--- config.mk ---
export PLATFORM = sky130hd
export DESIGN_NAME = tpm_fifo_regs
export DESIGN_NICKNAME = d
export VERILOG_FILES = /design/src/rtl/tpm_fifo_regs.sv
export SDC_FILE = /design/constraint.sdc
export NUM_CORES = 1
export LEC_CHECK = 0
export ABC_CLOCK_PERIOD_IN_PS = 9370
export BUFFER_PORTS_ARGS = -buffer_cell sky130_fd_sc_hd__clkbuf_2
export CAP_MARGIN = 20
export CORE_AREA = 2 2 421 423
export CTS_BUF_LIST = sky130_fd_sc_hd__clkbuf_16
export CTS_CLUSTER_SIZE = 12
export DETAILED_ROUTE_END_ITERATION = 16
export DIE_AREA = 0 0 423 425
export GPL_TIMING_DRIVEN = 0
export SLEW_MARGIN = 10
export SYNTH_ARGS = -nofsm -noshare
export SYNTH_HDL_FRONTEND = slang
export SYNTH_SLANG_ARGS = --single-unit
--- constraint.sdc ---
create_clock -name clk -period 9.37 [get_ports clk]
set_input_delay 0.937 -clock clk [delete_from_list [all_inputs] [get_ports clk]]
set_output_delay 0.937 -clock clk [all_outputs]
set_load 0.02 [all_outputs]
--- src/rtl/tpm_fifo_regs.sv ---
module tpm_fifo_regs #(
  parameter int          ADDR_W    = 24,
  parameter int          BUF_BYTES = 64,
  parameter logic [15:0] VEN_ID    = 16'h1F3C,
  parameter logic [15:0] DEV_ID    = 16'h0A11,
  parameter logic [31:0] REV_ID    = 32'h0
) (
  input  logic                               clk,
  input  logic                               rst_n,
  input  logic                               tx_start,
  input  logic [ADDR_W-1:0]                  tx_addr,
  input  logic                               tx_write,
  input  logic                               tx_wvld,
  input  logic [7:0]                         tx_wdata,
  input  logic                               tx_rreq,
  input  logic                               tx_end,
  output logic [7:0]                         rd_data,
  output logic                               rd_vld,
  output logic                               exec_req,
  output logic [$clog2(BUF_BYTES+1)-1:0]     cmd_len,
  output logic [BUF_BYTES*8-1:0]             cmd_data,
  input  logic                               rsp_vld,
  input  logic [$clog2(BUF_BYTES+1):0]       rsp_len,
  input  logic [BUF_BYTES*8-1:0]             rsp_data
);
  localparam int IDX_W = $clog2(BUF_BYTES + 1);
  localparam int AW    = $clog2(BUF_BYTES);
  localparam int CNT_W = IDX_W + 1;
  localparam int POS_W = CNT_W + 1;
  localparam int LEN_W = IDX_W + 1;

  typedef enum logic [2:0] {S_IDLE, S_READY, S_RECV, S_EXEC, S_DONE} st_t;
  typedef enum logic [2:0] {SEL_NONE, SEL_ACC, SEL_STS, SEL_FIFO, SEL_CAP, SEL_DID, SEL_RID} sel_t;

  st_t              st;
  sel_t             sel, sel_d;
  logic [IDX_W-1:0] wr_idx, rd_idx;
  logic             cr, da, expct, active;
  logic             in_tx, tx_w, fifo_ok;
  logic [CNT_W-1:0] cnt;
  logic [31:0]      wval, rval, sts_w;
  logic [7:0]       mem [BUF_BYTES];

  always_comb begin
    case (tx_addr)
      ADDR_W'('h000): sel_d = SEL_ACC;
      ADDR_W'('h018): sel_d = SEL_STS;
      ADDR_W'('h024): sel_d = SEL_FIFO;
      ADDR_W'('h014): sel_d = SEL_CAP;
      ADDR_W'('hF00): sel_d = SEL_DID;
      ADDR_W'('hF04): sel_d = SEL_RID;
      default:        sel_d = SEL_NONE;
    endcase
  end

  assign sts_w = {4'b0, 2'b01, 2'b00, 16'(BUF_BYTES), 1'b1, cr, 1'b0, da, expct, 3'b000};

  always_comb begin
    case (sel)
      SEL_ACC: rval = {24'b0, 1'b1, 1'b0, active, 5'b0};
      SEL_STS: rval = sts_w;
      SEL_CAP: rval = 32'h3000_0615;
      SEL_DID: rval = {DEV_ID, VEN_ID};
      SEL_RID: rval = REV_ID;
      default: rval = 32'h0;
    endcase
  end

  wire              readable   = (sel != SEL_NONE) && (sel != SEL_FIFO);
  wire              data_cyc   = in_tx & ~tx_start & (tx_w ? tx_wvld : tx_rreq);
  wire              wbyte      = data_cyc & tx_w;
  wire              rbyte      = data_cyc & ~tx_w;
  wire              commit     = in_tx & ~tx_start & ~data_cyc & tx_end;
  wire [POS_W-1:0]  wpos       = POS_W'(wr_idx) + POS_W'(cnt);
  wire              fifo_store = wbyte && sel == SEL_FIFO && fifo_ok && wpos < POS_W'(BUF_BYTES);
  wire              fifo_give  = rbyte && sel == SEL_FIFO && rd_idx < wr_idx;
  wire [31:0]       hdr_len    = {mem[2], mem[3], mem[4], mem[5]};
  wire              exp_new    = (wpos < POS_W'(6)) || (32'(wpos) < hdr_len);
  wire              rsp_ok     = rsp_vld && st == S_EXEC && rsp_len != '0 &&
                                 rsp_len <= LEN_W'(BUF_BYTES) && !commit;

  always_ff @(posedge clk) begin
    if (rsp_ok) begin
      for (int i = 0; i < BUF_BYTES; i++) mem[i] <= rsp_data[8*i +: 8];
    end else if (fifo_store) begin
      mem[wpos[AW-1:0]] <= tx_wdata;
    end
  end

  for (genvar g = 0; g < BUF_BYTES; g++) begin : g_cmd
    assign cmd_data[8*g +: 8] = mem[g];
  end
  assign cmd_len = wr_idx;

  always_ff @(posedge clk or negedge rst_n) begin
    if (!rst_n) begin
      st <= S_IDLE;  sel <= SEL_NONE;
      wr_idx <= '0;  rd_idx <= '0;
      cr <= 1'b0;  da <= 1'b0;  expct <= 1'b0;  active <= 1'b0;
      in_tx <= 1'b0;  tx_w <= 1'b0;  fifo_ok <= 1'b0;
      cnt <= '0;  wval <= '0;
      rd_data <= '0;  rd_vld <= 1'b0;  exec_req <= 1'b0;
    end else begin
      exec_req <= 1'b0;
      rd_vld   <= 1'b0;
      rd_data  <= '0;
      if (tx_start) begin
        in_tx   <= 1'b1;
        sel     <= sel_d;
        tx_w    <= tx_write;
        cnt     <= '0;
        wval    <= '0;
        fifo_ok <= (st == S_RECV) || (st == S_READY && wr_idx == '0);
      end else if (wbyte) begin
        if (~&cnt) cnt <= cnt + CNT_W'(1);
        if (cnt < CNT_W'(4)) wval[{cnt[1:0], 3'b000} +: 8] <= tx_wdata;
      end else if (rbyte) begin
        if (~&cnt) cnt <= cnt + CNT_W'(1);
        if (fifo_give) begin
          rd_data <= mem[rd_idx[AW-1:0]];
          rd_vld  <= 1'b1;
          rd_idx  <= rd_idx + IDX_W'(1);
        end else if (readable && cnt < CNT_W'(4)) begin
          rd_data <= rval[{cnt[1:0], 3'b000} +: 8];
          rd_vld  <= 1'b1;
        end
      end else if (commit) begin
        in_tx <= 1'b0;
        if (tx_w) begin
          case (sel)
            SEL_ACC: begin
              if (wval[7:0] == 8'h02) active <= 1'b1;
              if (wval[7:0] == 8'h20) begin
                active <= 1'b0;
                st <= S_IDLE;  wr_idx <= '0;  rd_idx <= '0;
              end
            end
            SEL_STS: begin
              if (wval == 32'h40) begin
                if (st == S_IDLE || st == S_READY) begin
                  st <= S_READY;  cr <= 1'b1;
                end else begin
                  st <= S_IDLE;  cr <= 1'b0;  wr_idx <= '0;  rd_idx <= '0;
                end
              end
              if (wval == 32'h20 && st == S_RECV && !expct) begin
                st <= S_EXEC;  exec_req <= 1'b1;
              end
              if (wval == 32'h02 && st == S_DONE) rd_idx <= '0;
            end
            SEL_FIFO: begin
              if (fifo_ok) begin
                if (wpos > POS_W'(BUF_BYTES)) begin
                  wr_idx <= '0;  st <= S_READY;
                end else begin
                  wr_idx <= wpos[IDX_W-1:0];  st <= S_RECV;  expct <= exp_new;
                end
              end
            end
            default: ;
          endcase
        end else if (sel == SEL_FIFO && rd_idx == wr_idx) begin
          da <= 1'b0;  cr <= 1'b0;
        end
      end
      if (rsp_ok) begin
        rd_idx <= '0;
        wr_idx <= rsp_len[IDX_W-1:0];
        da     <= 1'b1;
        st     <= S_DONE;
      end
    end
  end

  assert_go_pulse_R6: assert property (@(posedge clk) disable iff (!rst_n)
    exec_req |=> !exec_req);
  assert_go_origin_R6: assert property (@(posedge clk) disable iff (!rst_n)
    exec_req |-> (st == S_EXEC && $past(st) == S_RECV));
  assert_no_overflow_R8: assert property (@(posedge clk) disable iff (!rst_n)
    wr_idx <= IDX_W'(BUF_BYTES));
  assert_idle_empty_R13: assert property (@(posedge clk) disable iff (!rst_n)
    (st == S_IDLE && $past(st) != S_IDLE) |-> (wr_idx == '0 && rd_idx == '0));
  assert_rsp_avail_R11: assert property (@(posedge clk) disable iff (!rst_n)
    (st == S_DONE && $past(st) == S_EXEC) |-> da);
endmodule

After elaboration in Yosys (flattened, before gate mapping). Memory sizes are Yosys's and may differ from the RTL's. Index checks and enable logic that the tools add are counted.

Memories: 1. Bits in registers: 77. Output and inout bits: 529. Bits in writable memories: 512.

$lt $le $gt $ge: 7. Equality and inequality tests: 38. Add/sub/neg operators: 4. Shifts and indexed selects: 3. Bitwise gates (word level): 12. Multiplexer cells: 87. Reductions and logical operators: 50.

Memories: mem (words 64, bits a word 8, read ports 65, clocked after memory_dff 0, write ports 64, line 42) `logic [7:0] mem [BUF_BYTES];`.

Operators by type and width (number): $mux W7 (19); $pmux W30 S4 (1); $mux W32 (3); $mux W8 (10); $eq A24 B12 Y1 const B (2); $eq A24 B5 Y1 const B (2); $mux W1 (37); $bwmux W32 (1); $eq A32 B2 Y1 const B (1); $eq A32 B6 Y1 const B (1); $eq A32 B7 Y1 const B (1); $lt A9 B32 Y1 (1); $shift A8 B7 Y32 const A (1); $shiftx A32 B6 Y8 (1); $shiftx A8 B7 Y32 (1); $mux W3 (10); $eq A24 B6 Y1 const B (1); $logic_not A24 Y1 (1); $pmux W7 S3 (1); $pmux W3 S6 (1); $reduce_and A9 Y1 (2); $logic_and A1 B1 Y1 (16); $reduce_and A8 Y1 (2); $reduce_bool A2 Y1 (8); other kinds (42) (77).

Longest topological paths before layout. Gate-level depths: netlist of run 1.

Depth in word-level cells: 12. Gate-level depth with buffers: 15. Gate-level depth less buffers: 14.

Least setup slack after synthesis of run 1. OpenSTA, ideal clock, no wires.

Kind: reg2reg. Start: register wr_idx[0], in the netlist cmd_len[0]. End: register expct. Arrival time: 3.220 ns. Setup time: 0.125 ns. Cell stages (with the launch flop): 16. Slack: 6.025 ns. Data required time: 9.245 ns. Cell sequence: dfrtp_1 ha_1 inv_1 fa_1 nor2b_1 o211ai_1 a211o_1 nand2_1 clkbuf_1 ha_1 o21ai_0 nand2b_1 a21oi_1 a2111oi_0 o31ai_1 mux2_2.

Cells in the longest elaborated chain, start to end: 4. Elaborated cells on any way between the ends: 7.

RTL lines: from (decl) (line 37) `logic [IDX_W-1:0] wr_idx, rd_idx;`; from (signal assigned) (line 168) `wr_idx <= rsp_len[IDX_W-1:0];`; $add A7 B8 Y9 * (line 74) `wire [POS_W-1:0] wpos = POS_W'(wr_idx) + POS_W'(cnt);`; parallel branches: the longest is 3 deep, another holds $lt A9 B32 Y1; to (signal assigned) (line 99) `cr <= 1'b0; da <= 1'b0; expct <= 1'b0; active <= 1'b0;`; to (signal assigned) (line 156) `wr_idx <= wpos[IDX_W-1:0]; st <= S_RECV; expct <= exp_new;`; to (decl) (line 38) `logic cr, da, expct, active;`.

Mark *: on every way between the ends. A chain may end at the register's enable or synchronous reset.

Final worst setup path of run 1.
Start: register rd_idx[0]. End: register rd_data[2].

Cells in the longest elaborated chain, start to end: 6. Elaborated cells on any way between the ends: 7.

RTL lines: from (decl) (line 37); from (signal assigned) (line 122) `rd_idx <= rd_idx + IDX_W'(1);`; parallel branches: the longest is 2 deep, another holds $mem_v2 Z64 W8; $mux W8 * (line 119) `if (fifo_give) begin`; $mux W8 * (line 117) `end else if (rbyte) begin`; $mux W8 * (line 114) `end else if (wbyte) begin`; $mux W8 * (line 107) `if (tx_start) begin`; to (signal assigned) (line 120) `rd_data <= mem[rd_idx[AW-1:0]];`; to (signal assigned) (line 124) `rd_data <= rval[{cnt[1:0], 3'b000} +: 8];`; to (decl) (line 17) `output logic [7:0] rd_data,`.

Marked as above.

==> results.cfg, run 1 <==
[logic_synthesis]
yosys.area_share.simple_pct = 7.92
synthXorXnorAreaFrac_pct = 0.361
ys_ff_latch = 589
async_flop_share_pct = 13.1
synth_area_leader_cell = edfxtp_1
syn_nets = 2802
synth_fa_ha_area_share_pct = 1.15
syn_inst = 2214
synthMuxAreaShare_pct = 28.2
synth.avg_cell_area_um2 = 14.1
synth_top_family_by_area = multiplexers
ys_types = 74
synth_edf_count = 512
synth_ff_type = edfxtp_1
yosysWarnings = 0
syn_area_um2 = 31200
synth.yosys.seq_area_share_pct = 55.4
synth-compound-area-share_pct = 4.85
synth_top_cell_area_share_pct = 49.2
synth_area_leaders = edfxtp_1 49%, mux2_2 19%, mux4_2 8.1%

[critical_path]
cp-end-kind = flip-flop
critPathRequiredTime_ns = 9.90
rr_worst_depth = 10
crit_slowest_cell = a211oi_1
critPathMaxFanout = 10
startpoint_type = flip-flop
rr_startpoint = rd_idx[0]$_DFFE_PN0P_
cp_cell_sequence = buf_2, buf_2, inv_1, nand2_1, clkbuf_1, o22ai_1, a211oi_1, o21ai_0, nand4_1, o21ai_0
cp.arrival_ns = 5.55
path_class = flip-flop to flip-flop
reg2reg_setup_slack_ns = 4.35
r2r_end = rd_data[2]$_DFF_PN0_
slowest_delay_ns = 0.70

[grt]
overflow = 0
grt_max_degree = 50
grt_usage_pct = 26.5
antenna_found_initial = 118
grt_pass1_wl_um = 306000
grt_pass1_vias = 27300

[power_and_ir_drop]
p_sw_w = 0.00153
intPower_w = 0.00467
comb_power_share_pct = 7.3
ir_worst_vdd_uv = 128
p_clk_share_pct = 46.5
p_leak_nw = 16.6
power_density_nw_per_um2 = 145
pwr-share-seq_pct = 46.2
swShare_pct = 24.7

[clock_network]
cts_buffers = 73
root_buffer = clkbuf_16
htreeDepth = 3
tritoncts = built
clockBufferDepth = 3
cts.sinks = 589
path_clk_slew_ns = 0.06
ctsResizeCount = 0
worstSkewPairLatency_ns = 0.69
cts-hold-fix-buffers = 0
cts_setup_buffers = 0

[layout]
syn2layout_area_growth_pct = 37.0
stdcell_area_um2 = 42800
drive_gt1_share_pct = 56.4
postLayoutCoreUtil_pct = 24.4
n_fill_cell = 18800
layout.nets = 4000

[sta]
drv_slew = 0
fin_skew_ns = 0.0216
final_hold_viol_count = 0
final-setup-viol-count = 0
rsz0062_at_grt = false
finalCriticalPeriod_ns = 5.02
worstMarginPinSlew_ns = 1.19
final.setup.tns_ns = 0
fin_crit_sh_pct = 53.6
fmax_mhz = 199
max_slew_margin_pct = 18.7

[place]
hpwlAfterDp_um = 211000
gp_congestion = 1.01
placedInstanceArea_um2 = 40300
io_buffers = 1079

[routing]
via_per_inst = 4.95
ant_nets = 0
drt_iter0_drc = 3603
drtPass1Iterations = 6
drc = 0
vias = 29000
wl_per_cell_um = 42.4
wl_um = 248000

[hold_path]
hp-class = input port to async pin

[floorplan]
pin_count = 1089
die_area_um2 = 180000
rows = 154
core_area_um2 = 175000
die_x_um = 423
initial_core_util_pct = 17.8
fp.dieH_um = 425

[flow_run]
cap_violations = 0

[status]
status = finished clean
==> cell usage after synthesis, types with 11 or more instances <==
cell type / n
buf_1: 18
or2_2: 17
nor2_1: 64
ha_1: 27
a21oi_1: 40
nor4_1: 28
nor3_1: 27
nand3_1: 23
mux4_2: 113
nand4_1: 16
mux2i_1: 45
o22ai_1: 27
buf_2: 15
clkbuf_1: 108
edfxtp_1: 512
inv_1: 31
mux2_2: 516
o21ai_0: 83
dfrtp_1: 77
nand2_1: 213
and2_1: 15
o221ai_1: 11
nand2b_1: 20
==> registers in the layout, summed over array words and instances, names as in the netlist, 3 cells and up <==
signal	flops
mem	512
wval	32
cnt	8
rd_data	8
cmd_len	7
rd_idx	7
sel	3
st	3
==> layout make-up <==
cell class | count | area (um2) | area share (%)
Sequential cell | 589 | 17300 | 40.4
Multi-Input combinational cell | 1452 | 13300 | 31.1
Timing Repair Buffer | 1123 | 6070 | 14.2
Tap cell | 2340 | 2930 | 6.84
Clock buffer | 73 | 1830 | 4.27
Buffer | 141 | 603 | 1.41
Clock inverter | 59 | 494 | 1.15
Antenna cell | 50 | 125 | 0.292
Inverter | 32 | 120 | 0.281
==> per-stage QoR <==
stage,total power (W),std cells,hold slack [ns],setup WS (ns)
after detailed placement,0.00336,5677,0.474,4.35
after global routing,0.00632,5829,0.229,4.20
after floorplan,0.00309,2214,0.450,6.03
after CTS,0.00621,5809,0.186,4.34
after global placement,0.00335,5633,0.469,0.279
final,0.00620,5859,0.230,4.35
==> critical path: cells and delay by family, from the launching register on <==
| kind | cells | cell delay [ns] |
|---|---|---|
| AND/OR/NAND/NOR | 2 | 0.76 |
| AO/OA/AOI/OAI | 4 | 1.54 |
| flip-flops | 1 | 0.36 |
| buffers and inverters | 4 | 2.16 |
==> worst max path at each step <==
stage / to / from / cells past startpoint / slack, ns
after floorplan: expct$_DFFE_PN0P_ / cmd_len[0]$_DFFE_PN0P_ / 15 / 6.03
after global placement: mem[29][6]$_DFFE_PP_ / rsp_len[0] / 7 / 0.28
after detailed placement: rd_data[2]$_DFF_PN0_ / rd_idx[0]$_DFFE_PN0P_ / 10 / 4.35
after CTS: rd_data[2]$_DFF_PN0_ / rd_idx[0]$_DFFE_PN0P_ / 10 / 4.34
after global routing: mem[50][3]$_DFFE_PP_ / cnt[1]$_DFFE_PN0P_ / 9 / 4.20
final: rd_data[2]$_DFF_PN0_ / rd_idx[0]$_DFFE_PN0P_ / 10 / 4.35
==> power by group through the flow <==
stage               registers (W)  logic [W]  clock network, W
floorplan                 0.00292   0.000173                 0
global placement          0.00292   0.000428                 0
detailed placement        0.00292   0.000442                 0
CTS                       0.00287   0.000446           0.00290
global route              0.00287   0.000472           0.00298
finish                    0.00287   0.000451           0.00288
==> kinds of logic after synthesis <==
| group | count (synthesis) |
|---|---|
| mux | 674 |
| flops | 589 |
| simple gates | 497 |
| compound gates | 241 |
| buf+inv | 173 |
| fa+ha+maj | 28 |
| xor+xnor | 12 |
==> placed cells by master, fill, tap and decap left out, types with 50 or more instances in the layout <==
| cell type | instances |
|---|---|
| mux4_2 | 113 |
| clkbuf_1 | 79 |
| dfrtp_1 | 77 |
| clkbuf_2 | 1107 |
| diode_2 | 50 |
| edfxtp_1 | 512 |
| o21ai_0 | 81 |
| nand2_1 | 213 |
| clkbuf_16 | 73 |
| nor2_1 | 64 |
| mux2_2 | 516 |
==> layer usage <==
layer,track usage [%],wire length [um],up-vias,part of all wire [%]
met3,7.32,22300,543,9.0
met1,30.7,90100,15100,36
li1,-,-,11100,-
met2,44.0,118000,2169,48
met5,0,397,-,0.16
met4,15.0,17000,62,6.9
No activity file was read; power rests on OpenSTA's default activity.
==> run 2: changes to the inputs <==
--- a/config.mk
+++ b/config.mk
@@ -5,14 +5,14 @@
 export SDC_FILE = /design/constraint.sdc
 export NUM_CORES = 1
 export LEC_CHECK = 0
-export ABC_CLOCK_PERIOD_IN_PS = 9370
+export ABC_CLOCK_PERIOD_IN_PS = 4900
 export BUFFER_PORTS_ARGS = -buffer_cell sky130_fd_sc_hd__clkbuf_2
 export CAP_MARGIN = 20
-export CORE_AREA = 2 2 421 423
+export CORE_AREA = 2 2 425 427
 export CTS_BUF_LIST = sky130_fd_sc_hd__clkbuf_16
 export CTS_CLUSTER_SIZE = 12
 export DETAILED_ROUTE_END_ITERATION = 16
-export DIE_AREA = 0 0 423 425
+export DIE_AREA = 0 0 427 429
 export GPL_TIMING_DRIVEN = 0
 export SLEW_MARGIN = 10
 export SYNTH_ARGS = -nofsm -noshare
==> constraint.sdc (replaced) <==
create_clock -name clk -period 4.9 [get_ports clk]
set_input_delay 0.49 -clock clk [delete_from_list [all_inputs] [get_ports clk]]
set_output_delay 0.49 -clock clk [all_outputs]
set_load 0.02 [all_outputs]
==> results.cfg, run 2 (same netlist as run 1, synthesis figures left out) <==
[critical_path]
cp-end-kind = flip-flop
path_class = flip-flop to flip-flop
critPathMaxFanout = 10
cp.arrival_ns = 5.11
critPathRequiredTime_ns = 5.25
startpoint_type = flip-flop

[power_and_ir_drop]
pwr-share-seq_pct = 45.3
ir_worst_vdd_uv = 245
intPower_w = 0.00908
p_leak_nw = 16.7
power_density_nw_per_um2 = 280
swShare_pct = 25.0
comb_power_share_pct = 7.2
p_sw_w = 0.00302
p_clk_share_pct = 47.5
power_w = 0.0121

[sta]
final.setup.tns_ns = 0
worstMarginPinSlew_ns = 1.22
rsz0062_at_grt = false
finalCriticalPeriod_ns = 4.76
fin_skew_ns = 0.0302
final-setup-viol-count = 0
final_hold_viol_count = 0
max_slew_margin_pct = 19.0
fmax_mhz = 210
fin_crit_sh_pct = 97.2
hold_slack_ns = 0.0812
drv_slew = 0

[floorplan]
pin_count = 1089
initial_core_util_pct = 17.5
die_x_um = 427
core_area_um2 = 178000
die_area_um2 = 183000
fp.dieH_um = 429
rows = 155

[layout]
stdcell_count = 5891
n_fill_cell = 19100
regMostFlops = mem
layout_commonest_cell = clkbuf_2
stdcell_area_um2 = 43200
largest_reg_flops = 512
final_cell_mix = 1,099 x clkbuf_2, 516 x mux2_2, 512 x edfxtp_1, 198 x nand2_1, 113 x mux4_2
seq_area_um2 = 17300
syn2layout_area_growth_pct = 38.2
layout.nets = 4015
multi_input_area_um2 = 13400
top_regs = mem x512, wval x32
drive_gt1_share_pct = 57.1

[routing]
drt_iter0_drc = 3435
vias = 29000
ant_nets = 0
wl_um = 252000
wl_per_cell_um = 42.7
drc = 0
drtPass1Iterations = 6
via_per_inst = 4.92

[grt]
grt_pass1_wl_um = 310000
grt_max_degree = 53
grt_pass1_vias = 27800
overflow = 0
grt_usage_pct = 26.5
antenna_found_initial = 124

[clock_network]
root_buffer = clkbuf_16
worstSkewPairLatency_ns = 0.70
tritoncts = built
cts.sinks = 589
path_clk_slew_ns = 0.06
clockBufferDepth = 3
cts_buffers = 74
htreeDepth = 3

[place]
gp_congestion = 1.00
placedInstanceArea_um2 = 40500
hpwlAfterDp_um = 215000
dpl.cell_count = 5699
io_buffers = 1079

[flow_run]
cap_violations = 0

[status]
status = finished clean

[hold_path]
hp-class = input port to flip-flop
-- run 2: changes by cell type in the layout (fill, tap and decap cells not counted), moves of 6 or more --
cell      previous run  this run
clkbuf_2          1107      1099
clkinv_1            20        10
buf_8                7        14
nand2_1            213       198
clkbuf_1            79        86
nand2_2              4        16
buf_4               12        18
-- run 2: area by class of cell --
class | count | share of cell area [%]
multi-input cells | 1452 | 31.0
inverters | 32 | 0.278
plain buffers | 140 | 1.37
flip-flops and latches | 589 | 40.1
repair buffers | 1138 | 14.5
clock inverters | 55 | 1.26
well taps | 2355 | 6.82
clock buffers | 75 | 4.35
diodes | 55 | 0.319
-- run 2: per-stage QoR --
| step | setup slack (ns) | util [%] |
|---|---|---|
| 3_3_place_gp | -4.02 | 22.2 |
| 3_5_place_dp | -0.535 | 22.7 |
| 2_1_floorplan | 1.56 | - |
| 6_report | 0.139 | 24.3 |
| 4_1_cts | 0.00833 | 24.1 |
| 5_1_grt | 0.00270 | 24.2 |
-- run 2: power by group through the flow --
stage / logic (W) / clock network, W / registers (W)
floorplan: 0.000331 / 0 / 0.00558
detailed placement: 0.000853 / 0 / 0.00558
finish: 0.000873 / 0.00575 / 0.00548
global route: 0.000913 / 0.00593 / 0.00548
CTS: 0.000863 / 0.00579 / 0.00548
global placement: 0.000812 / 0 / 0.00558
-- run 2: worst max-delay path, stage by stage (launching register included) --
cell and delay, ns:
dfrtp_1 0.56, ha_1 0.25, inv_1 0.07, fa_1 0.47, clkbuf_1 0.42, inv_1 0.33, nor4_4 0.65, nor3b_2 0.45
nand2_1 0.66, nand2_4 0.52
-- run 2: routing by layer --
| layer | GRT usage [%] | vias up | part of all wire (%) |
|---|---|---|---|
| met4 | 16.9 | 98 | 7.7 |
| met5 | 0 | - | 0.25 |
| met2 | 43.7 | 2125 | 48 |
| li1 | - | 11200 | - |
| met3 | 7.87 | 566 | 9.4 |
| met1 | 29.6 | 15000 | 35 |
-- run 2: worst paths after layout --
check                                       start                    to  slack, ns  depth (start not counted)
hold / removal                      rsp_data[429]  mem[53][5]$_DFFE_PP_       0.08                          2
hold reg to reg              wval[14]$_DFFE_PN0P_  wval[14]$_DFFE_PN0P_       0.49                          2
min in group asynchronous                   rst_n    exec_req$_DFF_PN0_       0.34                          2
setup reg to reg           cmd_len[0]$_DFFE_PN0P_  mem[17][2]$_DFFE_PP_       0.14                          9
setup / recovery           cmd_len[0]$_DFFE_PN0P_  mem[17][2]$_DFFE_PP_       0.14                          9
max in group asynchronous                   rst_n  wval[21]$_DFFE_PN0P_       3.92                          3
-- run 2: timing repair --
| item | CTS | global route |
|---|---|---|
| gates resized for setup | 13 | 12 |
| hold endpoints to repair | 26 | 0 |
| pin swaps | 0 | 1 |
| setup endpoints to repair | 77 | 103 |
| setup buffers | 0 | 4 |
| hold buffers | 2 | 0 |
